**src/rtl/dual_dac_pkg.sv**
```systemverilog
package dual_dac_pkg;

    parameter int CODE_W = 13;

    typedef enum logic [2:0] {
        OP_SUB        = 3'd0,
        OP_STAGE_A    = 3'd1,
        OP_STAGE_A_GO = 3'd2,
        OP_DIRECT_ALL = 3'd3,
        OP_COPY_ALL   = 3'd4,
        OP_STAGE_B    = 3'd5,
        OP_STAGE_B_GO = 3'd6,
        OP_SLEEP_ALL  = 3'd7
    } opcode_e;

    typedef enum logic [2:0] {
        SUB_NOP     = 3'd0,
        SUB_COPY_A  = 3'd1,
        SUB_USR_LO  = 3'd2,
        SUB_USR_HI  = 3'd3,
        SUB_MODE    = 3'd4,
        SUB_COPY_B  = 3'd5,
        SUB_SLEEP_A = 3'd6,
        SUB_SLEEP_B = 3'd7
    } subcmd_e;

    typedef struct packed {
        logic [1:0] stage_wr;
        logic [1:0] copy_req;
        logic [1:0] direct_wr;
        logic [1:0] sleep_req;
        logic       usr_we;
        logic       usr_val;
        logic       mode_we;
        logic       mode_val;
    } action_t;

endpackage

```
**src/rtl/dual_dac_decode.sv**
```systemverilog
module dual_dac_decode
    import dual_dac_pkg::*;
#(
    parameter int CW = CODE_W
) (
    input  logic          valid,
    input  logic [CW+2:0] word,
    output action_t       act
);

    opcode_e opc;
    subcmd_e sub;
    logic    sub_bit;

    always_comb begin
        opc     = opcode_e'(word[CW+2:CW]);
        sub     = subcmd_e'(word[CW-1 -: 3]);
        sub_bit = word[CW-4];
        act     = '0;
        if (valid) begin
            unique case (opc)
                OP_STAGE_A:    act.stage_wr = 2'b01;
                OP_STAGE_B:    act.stage_wr = 2'b10;
                OP_STAGE_A_GO: begin
                    act.stage_wr = 2'b01;
                    act.copy_req = 2'b11;
                end
                OP_STAGE_B_GO: begin
                    act.stage_wr = 2'b10;
                    act.copy_req = 2'b11;
                end
                OP_DIRECT_ALL: act.direct_wr = 2'b11;
                OP_COPY_ALL:   act.copy_req  = 2'b11;
                OP_SLEEP_ALL:  act.sleep_req = 2'b11;
                OP_SUB: begin
                    unique case (sub)
                        SUB_COPY_A:  act.copy_req  = 2'b01;
                        SUB_COPY_B:  act.copy_req  = 2'b10;
                        SUB_SLEEP_A: act.sleep_req = 2'b01;
                        SUB_SLEEP_B: act.sleep_req = 2'b10;
                        SUB_USR_LO: begin
                            act.usr_we  = 1'b1;
                            act.usr_val = 1'b0;
                        end
                        SUB_USR_HI: begin
                            act.usr_we  = 1'b1;
                            act.usr_val = 1'b1;
                        end
                        SUB_MODE: begin
                            act.mode_we  = 1'b1;
                            act.mode_val = sub_bit;
                        end
                        default: ;
                    endcase
                end
                default: ;
            endcase
        end
    end

endmodule

```
**src/rtl/dual_dac_channel.sv**
```systemverilog
module dual_dac_channel #(
    parameter int CW = 13
) (
    input  logic          clk,
    input  logic          rst_n,
    input  logic          clr_n,
    input  logic          stage_wr,
    input  logic          copy_req,
    input  logic          direct_wr,
    input  logic          sleep_req,
    input  logic          sd_allow,
    input  logic          wake,
    input  logic [CW-1:0] data,
    output logic [CW-1:0] dac_code,
    output logic          dac_upd,
    output logic          off
);

    typedef struct packed {
        logic [CW-1:0] stage;
        logic [CW-1:0] dac;
        logic          upd;
        logic          off;
    } chan_st_t;

    chan_st_t st_d, st_q;
    logic     out_wr;

    always_comb begin
        st_d     = st_q;
        st_d.upd = 1'b0;
        out_wr   = direct_wr | copy_req;
        if (stage_wr)
            st_d.stage = data;
        if (direct_wr)
            st_d.dac = data;
        else if (copy_req)
            st_d.dac = stage_wr ? data : st_q.stage;
        if (out_wr)
            st_d.upd = 1'b1;
        if (!clr_n) begin
            st_d.stage = '0;
            st_d.dac   = '0;
            st_d.upd   = 1'b0;
        end
        if (wake || (out_wr && clr_n))
            st_d.off = 1'b0;
        else if (sleep_req && sd_allow)
            st_d.off = 1'b1;
    end

    always_ff @(posedge clk or negedge rst_n) begin
        if (!rst_n)
            st_q <= '0;
        else
            st_q <= st_d;
    end

    assign dac_code = st_q.dac;
    assign dac_upd  = st_q.upd;
    assign off      = st_q.off;

    // the output code only moves with a load pulse or after a clear
    assert_code_moves_with_pulse_R13: assert property (@(posedge clk) disable iff (!rst_n)
        !$stable(dac_code) |-> (dac_upd || $past(!clr_n)));

    // a refused shutdown leaves an awake channel awake
    assert_lockout_blocks_R5: assert property (@(posedge clk) disable iff (!rst_n)
        (sleep_req && !sd_allow && !off) |=> !off);

    // a staging-only write never disturbs the output code
    assert_stage_only_R1: assert property (@(posedge clk) disable iff (!rst_n)
        (stage_wr && !copy_req && !direct_wr && clr_n) |=> $stable(dac_code));

    // a clear leaves a zero output code
    assert_clear_zero_R11: assert property (@(posedge clk) disable iff (!rst_n)
        !clr_n |=> (dac_code == '0));

endmodule

```
**src/rtl/dual_dac_cmd_ctrl.sv**
```systemverilog
module dual_dac_cmd_ctrl
    import dual_dac_pkg::*;
#(
    parameter int CW    = CODE_W,
    parameter int NCHAN = 2
) (
    input  logic             clk,
    input  logic             rst_n,
    input  logic             clr_n,
    input  logic             sd_allow,
    input  logic             cmd_valid,
    input  logic [CW+2:0]    cmd_word,
    output logic [CW-1:0]    code_a,
    output logic [CW-1:0]    code_b,
    output logic [NCHAN-1:0] dac_upd,
    output logic [NCHAN-1:0] chan_off,
    output logic             user_out,
    output logic             dout_mode
);

    typedef struct packed {
        logic allow_prev;
        logic user;
        logic mode;
    } misc_st_t;

    misc_st_t      ms_d, ms_q;
    action_t       act;
    logic          wake;
    logic [CW-1:0] code_arr [NCHAN];

    dual_dac_decode #(.CW(CW)) decode_i (
        .valid (cmd_valid),
        .word  (cmd_word),
        .act   (act)
    );

    always_comb begin
        ms_d            = ms_q;
        ms_d.allow_prev = sd_allow;
        wake            = ms_q.allow_prev & ~sd_allow;
        if (act.usr_we)
            ms_d.user = act.usr_val;
        if (act.mode_we)
            ms_d.mode = act.mode_val;
    end

    always_ff @(posedge clk or negedge rst_n) begin
        if (!rst_n)
            ms_q <= '0;
        else
            ms_q <= ms_d;
    end

    for (genvar i = 0; i < NCHAN; i++) begin : g_chan
        dual_dac_channel #(.CW(CW)) chan_i (
            .clk       (clk),
            .rst_n     (rst_n),
            .clr_n     (clr_n),
            .stage_wr  (act.stage_wr[i]),
            .copy_req  (act.copy_req[i]),
            .direct_wr (act.direct_wr[i]),
            .sleep_req (act.sleep_req[i]),
            .sd_allow  (sd_allow),
            .wake      (wake),
            .data      (cmd_word[CW-1:0]),
            .dac_code  (code_arr[i]),
            .dac_upd   (dac_upd[i]),
            .off       (chan_off[i])
        );
    end

    assign code_a    = code_arr[0];
    assign code_b    = code_arr[1];
    assign user_out  = ms_q.user;
    assign dout_mode = ms_q.mode;

    // a falling shutdown enable leaves both channels awake
    assert_enable_fall_wakes_R7: assert property (@(posedge clk) disable iff (!rst_n)
        $fell(sd_allow) |=> (chan_off == '0));

    // without a strobe nothing pulses and the mode bits hold
    assert_idle_no_effect_R10: assert property (@(posedge clk) disable iff (!rst_n)
        !cmd_valid |=> (dac_upd == '0) && $stable(user_out) && $stable(dout_mode));

endmodule

```
**config.mk**
```make
export PLATFORM = sky130hd
export DESIGN_NAME = dual_dac_cmd_ctrl
export DESIGN_NICKNAME = d
export VERILOG_FILES = /design/src/rtl/dual_dac_pkg.sv /design/src/rtl/dual_dac_decode.sv /design/src/rtl/dual_dac_channel.sv /design/src/rtl/dual_dac_cmd_ctrl.sv
export SDC_FILE = /design/constraint.sdc
export NUM_CORES = 1
export LEC_CHECK = 0
export ABC_AREA = 1
export BUFFER_PORTS_ARGS = -buffer_cell sky130_fd_sc_hd__buf_2
export CAP_MARGIN = 20
export CORE_ASPECT_RATIO = 0.75
export CORE_MARGIN = 5
export CORE_UTILIZATION = 41
export DETAILED_ROUTE_END_ITERATION = 6
export SYNTH_ARGS = -nofsm -noshare
export SYNTH_HDL_FRONTEND = slang
export SYNTH_SLANG_ARGS = --single-unit
```
**constraint.sdc**
```tcl
create_clock -name clk -period 0.95 [get_ports clk]
set_input_delay 0.095 -clock clk [delete_from_list [all_inputs] [get_ports clk]]
set_output_delay 0.095 -clock clk [all_outputs]
set_load 0.005 [all_outputs]
```
==> impl_metrics.env <==
export IMPL_seq_area_um2=1480
export IMPL_r2r_start="g_chan[1].chan_i.dac_code[11]$_DFFE_PN0P_"
export IMPL_period_needed_ps=993
export IMPL_synth_compound_area_frac=0.0653
export IMPL_start_kind="input pin"
export IMPL_via_count=2772
export IMPL_whs_ps=55.6
export IMPL_nets=460
export IMPL_outcome="finished, violations left"
export IMPL_syn_area_um2=2950
export IMPL_irDropWorstVdd_v=0.000714
export IMPL_synth_seq_cells=59
export IMPL_grt_overflow_total=0
export IMPL_yosys_area_share_simple=0.310
export IMPL_yosys_warnings=0
export IMPL_syn_inst=360
export IMPL_setup_slack_ps=-43.2
export IMPL_start_util=0.428
export IMPL_violations="setup timing"
export IMPL_cts_tree="done"
export IMPL_yosysSeqAreaShare=0.500
export IMPL_power_density_nw_per_um2=1490
export IMPL_cts_buffer_depth=2
export IMPL_max_freq_mhz=1010
export IMPL_rrSetupSlack_ps=110
export IMPL_syn_to_final_growth_pct=40.8
export IMPL_ioPinCount=53
export IMPL_cts_clk_slew_worst_paths_ps=70
export IMPL_die_area_um2=9010
export IMPL_crit_path_start="cmd_word[15]"
export IMPL_grt_max_degree=60
export IMPL_core_um2=6900
export IMPL_total_power_mw=6.19
export IMPL_finClkSkew_ps=7.60
export IMPL_synth_top_family_by_area="simple AND/OR/NAND/NOR gates"
export IMPL_cp_max_fo=7
export IMPL_die_h_um=83.5
export IMPL_fin_util=0.603
export IMPL_power_leakage_nw=2.19
export IMPL_post_route_period_util=1.05
export IMPL_worstPathArrival_ps=1280
export IMPL_synth_xor_area_share=0
export IMPL_gp_congestion=0.827
export IMPL_worst_r2r_endpoint="g_chan[1].chan_i.dac_code[11]$_DFFE_PN0P_"
export IMPL_synth_nets=381
export IMPL_rsz0062_at_grt="true"
export IMPL_maxSlewHeadroom=0.774
export IMPL_dp_hpwl_um=5380
export IMPL_totalWireLength_um=8730
export IMPL_ys_types=19
export IMPL_multi_input_area_um2=1360
export IMPL_endpoint_kind="flop"
export IMPL_dp_cells=501
export IMPL_synth_avg_cell_area_um2=8.20
export IMPL_die_w_um=108
export IMPL_rows=26
export IMPL_first_pass_iters=5
export IMPL_setup_tns_ps=-189
export IMPL_drc=0
export IMPL_insertion_delay_ps=340
export IMPL_grt_pass1_wl_um=13300
export IMPL_critPathKind="input pin to flop"
export IMPL_endpoint="g_chan[1].chan_i.dac_code[3]$_DFFE_PN0P_"
export IMPL_wl_per_cell_um=16.1
export IMPL_worst_slew_pin_slew_ps=340
export IMPL_antenna_found_initial=0
export IMPL_antenna_left=0
export IMPL_cap_violations=0
export IMPL_num_antenna_cells=0
export IMPL_drt_iter0_drc=258
export IMPL_cp_required_ps=1230
export IMPL_synth_fa_ha_area_frac=0
export IMPL_hold_viol=0
export IMPL_grt_pass1_vias=2646
export IMPL_hp_class="input pin to flop"
export IMPL_root_buffer="clkbuf_8"
export IMPL_fillers=620
export IMPL_port_buffers=52
export IMPL_slew_violations=0
export IMPL_h_tree_depth=3
export IMPL_gr_usage_all_layers=0.186
export IMPL_setup_violations=10
export IMPL_cts_num_sinks=59
export IMPL_post_route_cells_drive_above_1_share=0.396
export IMPL_reg2reg_depth=4
export IMPL_cts_inserted_buffers=9
export IMPL_vias_per_cell=5.11
export IMPL_synthMuxAreaShare=0
export IMPL_layout_cells_non_filler=542
registers in the layout, indices dropped and copies added (netlist names):
register / count
g_chan.chan_i.dac_code: 26
g_chan.chan_i.st_q: 26
g_chan.chan_i.dac_upd: 2
g_chan.chan_i.off: 2
dout_mode: 1
ms_q: 1
user_out: 1
worst min path at each step:
stage	from	to	slack, ps	cells after the start
final	cmd_word[6]	g_chan[1].chan_i.st_q[21]$_DFF_PN0_	60	3
after global routing	cmd_word[6]	g_chan[1].chan_i.st_q[21]$_DFF_PN0_	60	3
after CTS	cmd_word[2]	g_chan[0].chan_i.st_q[17]$_DFF_PN0_	50	3
after detailed placement	rst_n	g_chan[1].chan_i.off$_DFFE_PN0P_	130	2
after global placement	rst_n	g_chan[1].chan_i.off$_DFFE_PN0P_	130	2
after floorplan	rst_n	dout_mode$_DFFE_PN0P_	-200	0
cells in the final DEF (no fill, tap or decap), drive strengths merged:
cell type / count
buf: 112
nand2: 97
nand3: 83
dfrtp: 59
a21oi: 34
clkbuf: 14
nor2: 12
inv: 11
or2: 10
o21ai: 3
clkinv: 3
bufinv: 2
dlygate4sd3: 2
nand4: 1
nor3: 1
cell type report:
class | count | share of cell area
Timing Repair Buffer | 116 | 0.220
Clock buffer | 12 | 0.0349
Clock inverter | 4 | 0.0178
Sequential cell | 59 | 0.355
Inverter | 12 | 0.0151
Tap cell | 98 | 0.0295
Multi-Input combinational cell | 241 | 0.328
synthesized netlist by cell type:
master	number	area share
nand4_1	1	0.0021
buf_2	12	0.020
buf_6	2	0.0076
buf_4	30	0.076
nand2_1	95	0.12
or2_1	10	0.021
a21oi_1	32	0.054
clkbuf_1	4	0.0051
nor2_4	1	0.0038
nor3_1	1	0.0017
a21oi_2	2	0.0059
inv_1	9	0.011
nor2_1	10	0.013
nand3_1	83	0.14
o21ai_0	3	0.0051
nor2_2	1	0.0021
inv_2	3	0.0038
dfrtp_1	59	0.50
nand2_2	2	0.0042
per-stage QoR:
step	setup WS, ps	instance area, um^2
4_1_cts	-23.8	3700
3_5_place_dp	-558	3370
6_report	-43.2	4160
3_3_place_gp	-600	3370
2_1_floorplan	-112	3000
5_1_grt	-75.3	4160
layer usage:
metal	vias to the layer above	global-route usage	part of all wire
met5	-	0	0
met1	1325	0.278	0.47
li1	1321	-	-
met3	14	0.0441	0.072
met4	0	0.0528	0.014
met2	112	0.266	0.45
power by group:
part / switching [mW] / total [mW] / internal [mW] / leakage, nW
Clock: 1.02 / 2.57 / 1.55 / 0.111
Combinational: 0.549 / 0.971 / 0.422 / 1.27
Sequential: 0.0376 / 2.65 / 2.61 / 0.803
Total: 1.60 / 6.19 / 4.58 / 2.19
worst max-delay path, cell delays in order:
cell	delay (ps)
buf_12	120
inv_12	50
nand2_8	50
nor2_4	140
clkinv_4	110
buf_6	140
a21oi_4	210
clkbuf_16	210
nand3_1	80
nand2_1	60
kinds of logic after synthesis:
kind of cell	Yosys count
and+or+nand+nor	204
buffers and inverters	60
DFF	59
AOI/OAI and AO/OA	37
what timing repair did:
action / CTS / global route
setup buffers: 6 / 14
endpoints found under the hold margin: 60 / 0
pin swaps: 2 / 14
gates cloned: 0 / 4
endpoints found under the setup margin: 46 / 60
hold buffers: 2 / 0
resized for setup: 11 / 66
Power figures use the tool's default switching activity.
